## src/rtl/binseq_pkg.sv

```systemverilog
package binseq_pkg;
  typedef enum logic [1:0] {
    ST_FILL = 2'd0,
    ST_COMP = 2'd1,
    ST_RES  = 2'd2
  } seqState_t;

  typedef struct packed {
    logic cntClear;
    logic cntRun;
  } ctrlStrobe_t;
endpackage

```

## src/rtl/binseq_control.sv

```systemverilog
module binseq_control
  import binseq_pkg::*;
(
  input  logic        clk,
  input  logic        rst,
  input  logic        reqWrMap,
  input  logic        reqWrKer,
  input  logic        reqCompute,
  input  logic        reqRead,
  input  logic        cntDone,
  output ctrlStrobe_t strobe,
  output logic        ready,
  output logic        memWrMap,
  output logic        memWrKer,
  output logic        readEn,
  output logic        computeEn
);
  seqState_t state, stateNext;
  logic writeWindow;
  logic anyWrite;

  // writes are taken in loading/results, never under reset or a launch request
  assign writeWindow = (state == ST_FILL || state == ST_RES) && !rst && !reqCompute;
  assign memWrMap    = writeWindow && reqWrMap;
  assign memWrKer    = writeWindow && reqWrKer;
  assign anyWrite    = memWrMap || memWrKer;
  assign readEn      = (state == ST_RES) && reqRead;
  assign ready       = (state == ST_RES);
  assign computeEn   = (state == ST_COMP);

  assign strobe.cntClear = (state == ST_FILL);
  assign strobe.cntRun   = (state == ST_COMP);

  always_comb begin
    stateNext = state;
    unique case (state)
      ST_FILL: if (reqCompute) stateNext = ST_COMP;
      ST_COMP: if (cntDone)    stateNext = ST_RES;
      ST_RES:  if (anyWrite)   stateNext = ST_FILL;
      default:                 stateNext = ST_FILL;
    endcase
  end

  always_ff @(posedge clk) begin
    if (rst) state <= ST_FILL;
    else     state <= stateNext;
  end
endmodule

```

## src/rtl/binseq_datapath.sv

```systemverilog
module binseq_datapath
  import binseq_pkg::*;
#(
  parameter int LEN_W = 8
) (
  input  logic             clk,
  input  logic             rst,
  input  ctrlStrobe_t      strobe,
  input  logic [LEN_W-1:0] computeLen,
  output logic             cntDone
);
  localparam logic [LEN_W-1:0] ONE = LEN_W'(1);

  logic [LEN_W-1:0] count;
  logic [LEN_W-1:0] lastIdx;

  assign lastIdx = (computeLen == '0) ? '0 : computeLen - ONE;
  assign cntDone = strobe.cntRun && (count == lastIdx);

  always_ff @(posedge clk) begin
    if (rst || strobe.cntClear) count <= '0;
    else if (strobe.cntRun)     count <= count + ONE;
  end
endmodule

```

## src/rtl/binseq_top.sv

```systemverilog
module binseq_top
  import binseq_pkg::*;
#(
  parameter int LEN_W = 8
) (
  input  logic             clk,
  input  logic             rst,
  input  logic             reqWrMap,
  input  logic             reqWrKer,
  input  logic             reqCompute,
  input  logic             reqRead,
  input  logic [LEN_W-1:0] computeLen,
  output logic             ready,
  output logic             memWrMap,
  output logic             memWrKer,
  output logic             readEn,
  output logic             computeEn,
  output logic             cntClear
);
  ctrlStrobe_t strobe;
  logic        cntDone;

  binseq_control u_ctrl (
    .clk(clk), .rst(rst),
    .reqWrMap(reqWrMap), .reqWrKer(reqWrKer),
    .reqCompute(reqCompute), .reqRead(reqRead),
    .cntDone(cntDone), .strobe(strobe),
    .ready(ready), .memWrMap(memWrMap), .memWrKer(memWrKer),
    .readEn(readEn), .computeEn(computeEn)
  );

  binseq_datapath #(.LEN_W(LEN_W)) u_dp (
    .clk(clk), .rst(rst), .strobe(strobe),
    .computeLen(computeLen), .cntDone(cntDone)
  );

  assign cntClear = strobe.cntClear;
endmodule

```

## config.mk

```make
export PLATFORM = sky130hd
export DESIGN_NAME = binseq_top
export DESIGN_NICKNAME = d
export VERILOG_FILES = /design/src/rtl/binseq_pkg.sv /design/src/rtl/binseq_control.sv /design/src/rtl/binseq_datapath.sv /design/src/rtl/binseq_top.sv
export SDC_FILE = /design/constraint.sdc
export NUM_CORES = 1
export LEC_CHECK = 0
export BUFFER_PORTS_ARGS = -buffer_cell sky130_fd_sc_hd__buf_2
export CORE_MARGIN = 2
export CORE_UTILIZATION = 55
export CTS_BUF_LIST = sky130_fd_sc_hd__clkbuf_8
export DETAILED_ROUTE_END_ITERATION = 6
export HOLD_SLACK_MARGIN = 0.05
export PLACE_DENSITY = 0.81
export SLEW_MARGIN = 40
export SYNTH_ARGS = -nofsm -noshare
export SYNTH_HDL_FRONTEND = slang
export SYNTH_SLANG_ARGS = --single-unit
```

## constraint.sdc

```tcl
create_clock -name clk -period 4.2 [get_ports clk]
set_input_delay 0.63 -clock clk [delete_from_list [all_inputs] [get_ports clk]]
set_output_delay 0.63 -clock clk [all_outputs]
set_load 0.01 [all_outputs]
```

# Word level (Yosys, flattened, before mapping)
# Cells that the tools add are included.
[totals] ff_bits=10 latch_bits=0 mem_bits_rw=0 rom_bits=0 in_bits=14 out_inout_bits=6 mem_count=0
[classes] add_sub_neg=2 multipliers=0 n_div=0 order_cmp=0 eq_ne=6 n_shift=0 n_mux=5 n_bitwise=0 reduce_logical=14
[op_table] operator="8-bit by 1-bit adder with 8-bit output, second input constant" n=1
[op_table] operator="8-bit equality test" n=1
[op_table] operator="8-bit logical NOT" n=1
[op_table] operator="8-bit 2-to-1 mux" n=1
[op_table] operator="8-bit by 1-bit subtractor with 8-bit output, second input constant" n=1
[op_table] operator="1-bit logical AND" n=6
[op_table] operator="2-bit 2-to-1 mux" n=3
[op_table] operator="2-bit one-hot mux with 3 select lines" n=1
[op_table] operator="2-bit by 1-bit inequality test with 1-bit output, second input constant" n=2
[op_table] operator="1-bit logical OR" n=3
[op_table] operator="3-bit AND reduction" n=1
[op_table] operator="2-bit by 1-bit equality test with 1-bit output, second input constant" n=1
[op_table] operator="2-bit equality test, second input constant" n=1
[op_table] operator="1-bit logical NOT" n=2
[op_table] operator="2-bit logical NOT" n=1
[op_table] operator="2-bit inequality test, second input constant" n=1

# Depth between registers and ports, before layout
[depth] depth_word=8 depth_mapped=8 mapped_depth_nobuf=8

# By module
# Synthesis repeated with hierarchy kept, for this count alone.
[hier_totals] cells_unflattened=97 area_unflattened_um2=757.0
[by_module_without_submodules] mod="binseq_datapath" instances=1 cells_each=81 area_per_inst_um2=623.1
[by_module_without_submodules] mod="binseq_control" instances=1 cells_each=16 area_per_inst_um2=133.9

# Least setup slack after synthesis
# OpenSTA, ideal clock, no wires.
[synth_path] kind="input to register" from="input port computeLen[4]" to="register u_ctrl.state[0]" arrival_time_ns=2.161 required_time_ns=4.085 slack_ns=1.925 path_stages=7 path_buffers=1 cell_sequence="buf_6 > or4_4 > nor4_1 > mux2i_1 > xor2_1 > nand4b_1 > o21a_1"
[synth_between] elab_chain_len=6 word_cells_on_any_way=7 classes_between="1 x add/sub; 2 x eq/ne; 1 x mux; 3 x reduce/logical"
[synth_rtl] item="start: declaration" line="binseq_top.sv:12" text="input logic [LEN_W-1:0] computeLen,"
[synth_rtl] item="8-bit by 1-bit subtractor with 8-bit output / 8-bit logical NOT (equally long branches)" line="binseq_datapath.sv:17" text="assign lastIdx = (computeLen == '0) ? '0 : computeLen - ONE;"
[synth_rtl] item="8-bit 2-to-1 mux *" line="binseq_datapath.sv:17"
[synth_rtl] item="8-bit equality test *" line="binseq_datapath.sv:18" text="assign cntDone = strobe.cntRun && (count == lastIdx);"
[synth_rtl] item="1-bit logical AND *" line="binseq_datapath.sv:18"
[synth_rtl] item="2-bit by 1-bit inequality test with 1-bit output (no line) *"
[synth_rtl] item="3-bit AND reduction (no line) *"
[synth_rtl] item="end signal: assignment" line="binseq_control.sv:46" text="else state <= stateNext;"
[synth_rtl] item="end: declaration" line="binseq_control.sv:18" text="seqState_t state, stateNext;"
# Mark *: on every way between the ends. The rest lies on a longest branch, timed or not.
# A chain may end at the register's enable or synchronous reset.

# Final worst setup path
[layout_path] from="input port computeLen[0]" to="register u_ctrl.state[0]"
# The elaborated chain is that of the path after synthesis.

==> run metrics <==
outcome=complete, no violations; Synth async-reset ratio=0%; DP HPWL=1.51 mm; Starting Density=57.5%; gp weighted congestion=0.863; register area share after synthesis=23.4%; Setup violations, final=0; Final period util=56.1%; unrepaired setup endpoints after global routing=no; htree depth=1; Routed Antenna Nets=0; vias in the first global route=818; VDD IR max=0.222 mV; max-slew violation count=0; Die Area=1890 um^2; CP cell instances=buf_2, inv_1, ha_1, nor3b_1, a21boi_0, o31ai_1, o21ai_0, nand4b_1, o21a_1; largest net degree at the start of global routing=11; WP data required=4.32 ns; first-pass iteration count of the detailed router=4; post-synthesis net count=125; Die X=43.4 um; Critical Path Slowest Stage Cell=nor3b_1; worst-skew pair later-pin latency=0.23 ns; synthesized flop and latch total=10; synth unique cells=44; Synth Warn #=0; fmax=0.425 GHz; Placed Cells=140; Clock Skew=0.00160 ns; Max Root-Sink Buffers=2; Syn Area/Cell=7.85 um^2; CP startpoint kind=input port; Post-CTS Hold Buffers=0; crit-path leading delay family=compound AO/OA/AOI/OAI gates; TritonCTS clock tree=done; clk root buf=clkbuf_8; Net count, final=145; Fin. Hold Viols=0; Post-synth EDFFs=0; share of cells above drive strength 1=22.0%; MaxCap Viol Count=0; Layout Utilization=66.3%; Via density=5.98; kind of path behind the tightest hold check=reg -> reg; minimum clock period=2.36 ns; WL/cell=14.1 um; relative slew slack=68.2%; ant diodes=0; Area Growth Syn to Fin=15.4%; final WL=2.01 mm; # clock sinks=10; Slew @ Worst Pin=0.476 ns; power density cells=247 nW/um^2; gr ovfl total=0; worst-path maximum fanout=7; DR vias=855; Critical Path Max Stage Delay=0.45 ns; CTS clock-pin slew for the worst setup and hold paths=0.04 ns; first-pass GRT wire length=3.36 mm; setup TNS=0 ns; Die Span Y=43.4 um; most used flip-flop cell after synthesis=dfxtp_1; CP Data Arrival Time=2.48 ns; Syn Std Cell Area=856 um^2; Syn Inst Count=109; Worst Path Buf+Inv=2; post-CTS sizing=0; fin cells=143; gr usage total=23.3%; initial antenna violation count=0; IO Pins=20; num rows=14; LEAKAGE=0.401 nW; postcts setup bufs=0; # DRC=0; port bufs=19; CTS Buf Count=3; core footprint=1490 um^2; DR iter-0 viols=22; critical path type=in -> reg; CP Capture Type=flip-flop
-- report_power, final --
| group | switching, mW | internal, mW |
|---|---|---|
| registers | 0.00245 | 0.0969 |
| clock network | 0.0327 | 0.0623 |
| logic | 0.0272 | 0.0224 |
-- final cells by class --
| type | instances | area [um^2] |
|---|---|---|
| Inverter | 5 | 18.8 |
| Timing Repair Buffer | 19 | 95.1 |
| Tap cell | 16 | 20.0 |
| Fill cell | 126 | 502 |
| Clock buffer | 3 | 41.3 |
| Sequential cell | 10 | 200 |
| Multi-Input combinational cell | 90 | 612 |
-- kinds of logic (layout without fill, tap and decap cells) --
logic type                 after synthesis  after routing  synth area share, %
and+or+nand+nor                         52             52                 34.2
DFF                                     10             10                 23.4
buffers and inverters                    9             27                 5.12
xor gates and xnor gates                16             16                 16.4
muxes                                    2              2                 2.34
AOI/OAI and AO/OA                       18             18                 15.6
adders and majority gates                2              2                 2.92
-- routing by layer --
layer	global-route usage [%]	share of wire, %	wire length, um	vias to the layer above
met5	0	0	0	-
met2	37.3	48	970	36
li1	-	-	-	428
met4	12.1	1.6	33	0
met1	29.4	42	851	386
met3	5.00	7.9	159	5
-- worst min-delay path, delay by kind of cell, from the launching register on --
family	cells	cell delay [ns]
flops	1	0.37
xor+xnor	1	0.09
simple gates	1	0.07
-- synth_stat cells (3+ instances only) --
cell type / number / area (um^2)
xnor2_1: 8 / 70.1
nand3_1: 3 / 15.0
xor2_1: 8 / 70.1
nor3_1: 5 / 25.0
and2_1: 3 / 18.8
nor2_1: 15 / 56.3
inv_1: 5 / 18.8
dfxtp_1: 10 / 200
nor2b_1: 4 / 25.0
o21ai_0: 3 / 15.0
nand2_1: 5 / 18.8
-- through the flow --
stage / cell area [um^2] / hold slack [ns] / power, mW / setup slack [ns]
4_1_cts: 987 / 0.570 / 0.245 / 1.88
3_5_place_dp: 946 / 0.546 / 0.150 / 1.64
5_1_grt: 987 / 0.609 / 0.258 / 1.60
3_3_place_gp: 946 / 0.532 / 0.149 / 1.67
2_1_floorplan: 856 / 0.498 / 0.134 / 1.92
6_report: 987 / 0.569 / 0.244 / 1.84
-- cells in the final DEF (no fill, tap or decap), types with 2 or more instances in the layout --
master    instances
nor2b_1           4
and2_1            3
ha_1              2
inv_1             5
nand4b_1          2
nor4_1            2
mux2i_1           2
buf_2            19
a31oi_1           2
o21ai_0           3
nand2_1           5
nor2_1           15
xnor2_1           8
nand4_1           2
nor3_1            5
nand3_1           3
dfxtp_1          10
xor2_1            8
a21oi_1           2
clkbuf_8          3
-- state kept, by name, indices dropped and copies added (netlist names) --
register / count
u_dp.count: 8
u_ctrl.state: 2
-- final timing paths --
kind                            slack (ns)       startpoint         endpoint  cells past startpoint
worst max-delay path                  1.84    computeLen[0]  u_ctrl.state[0]                      9
worst min-delay path                  0.57    u_dp.count[5]    u_dp.count[5]                      2
worst min register to register        0.57    u_dp.count[5]    u_dp.count[5]                      2
worst max register to register        2.62  u_ctrl.state[0]    u_dp.count[7]                      5
(Power assumes the default switching activity.)
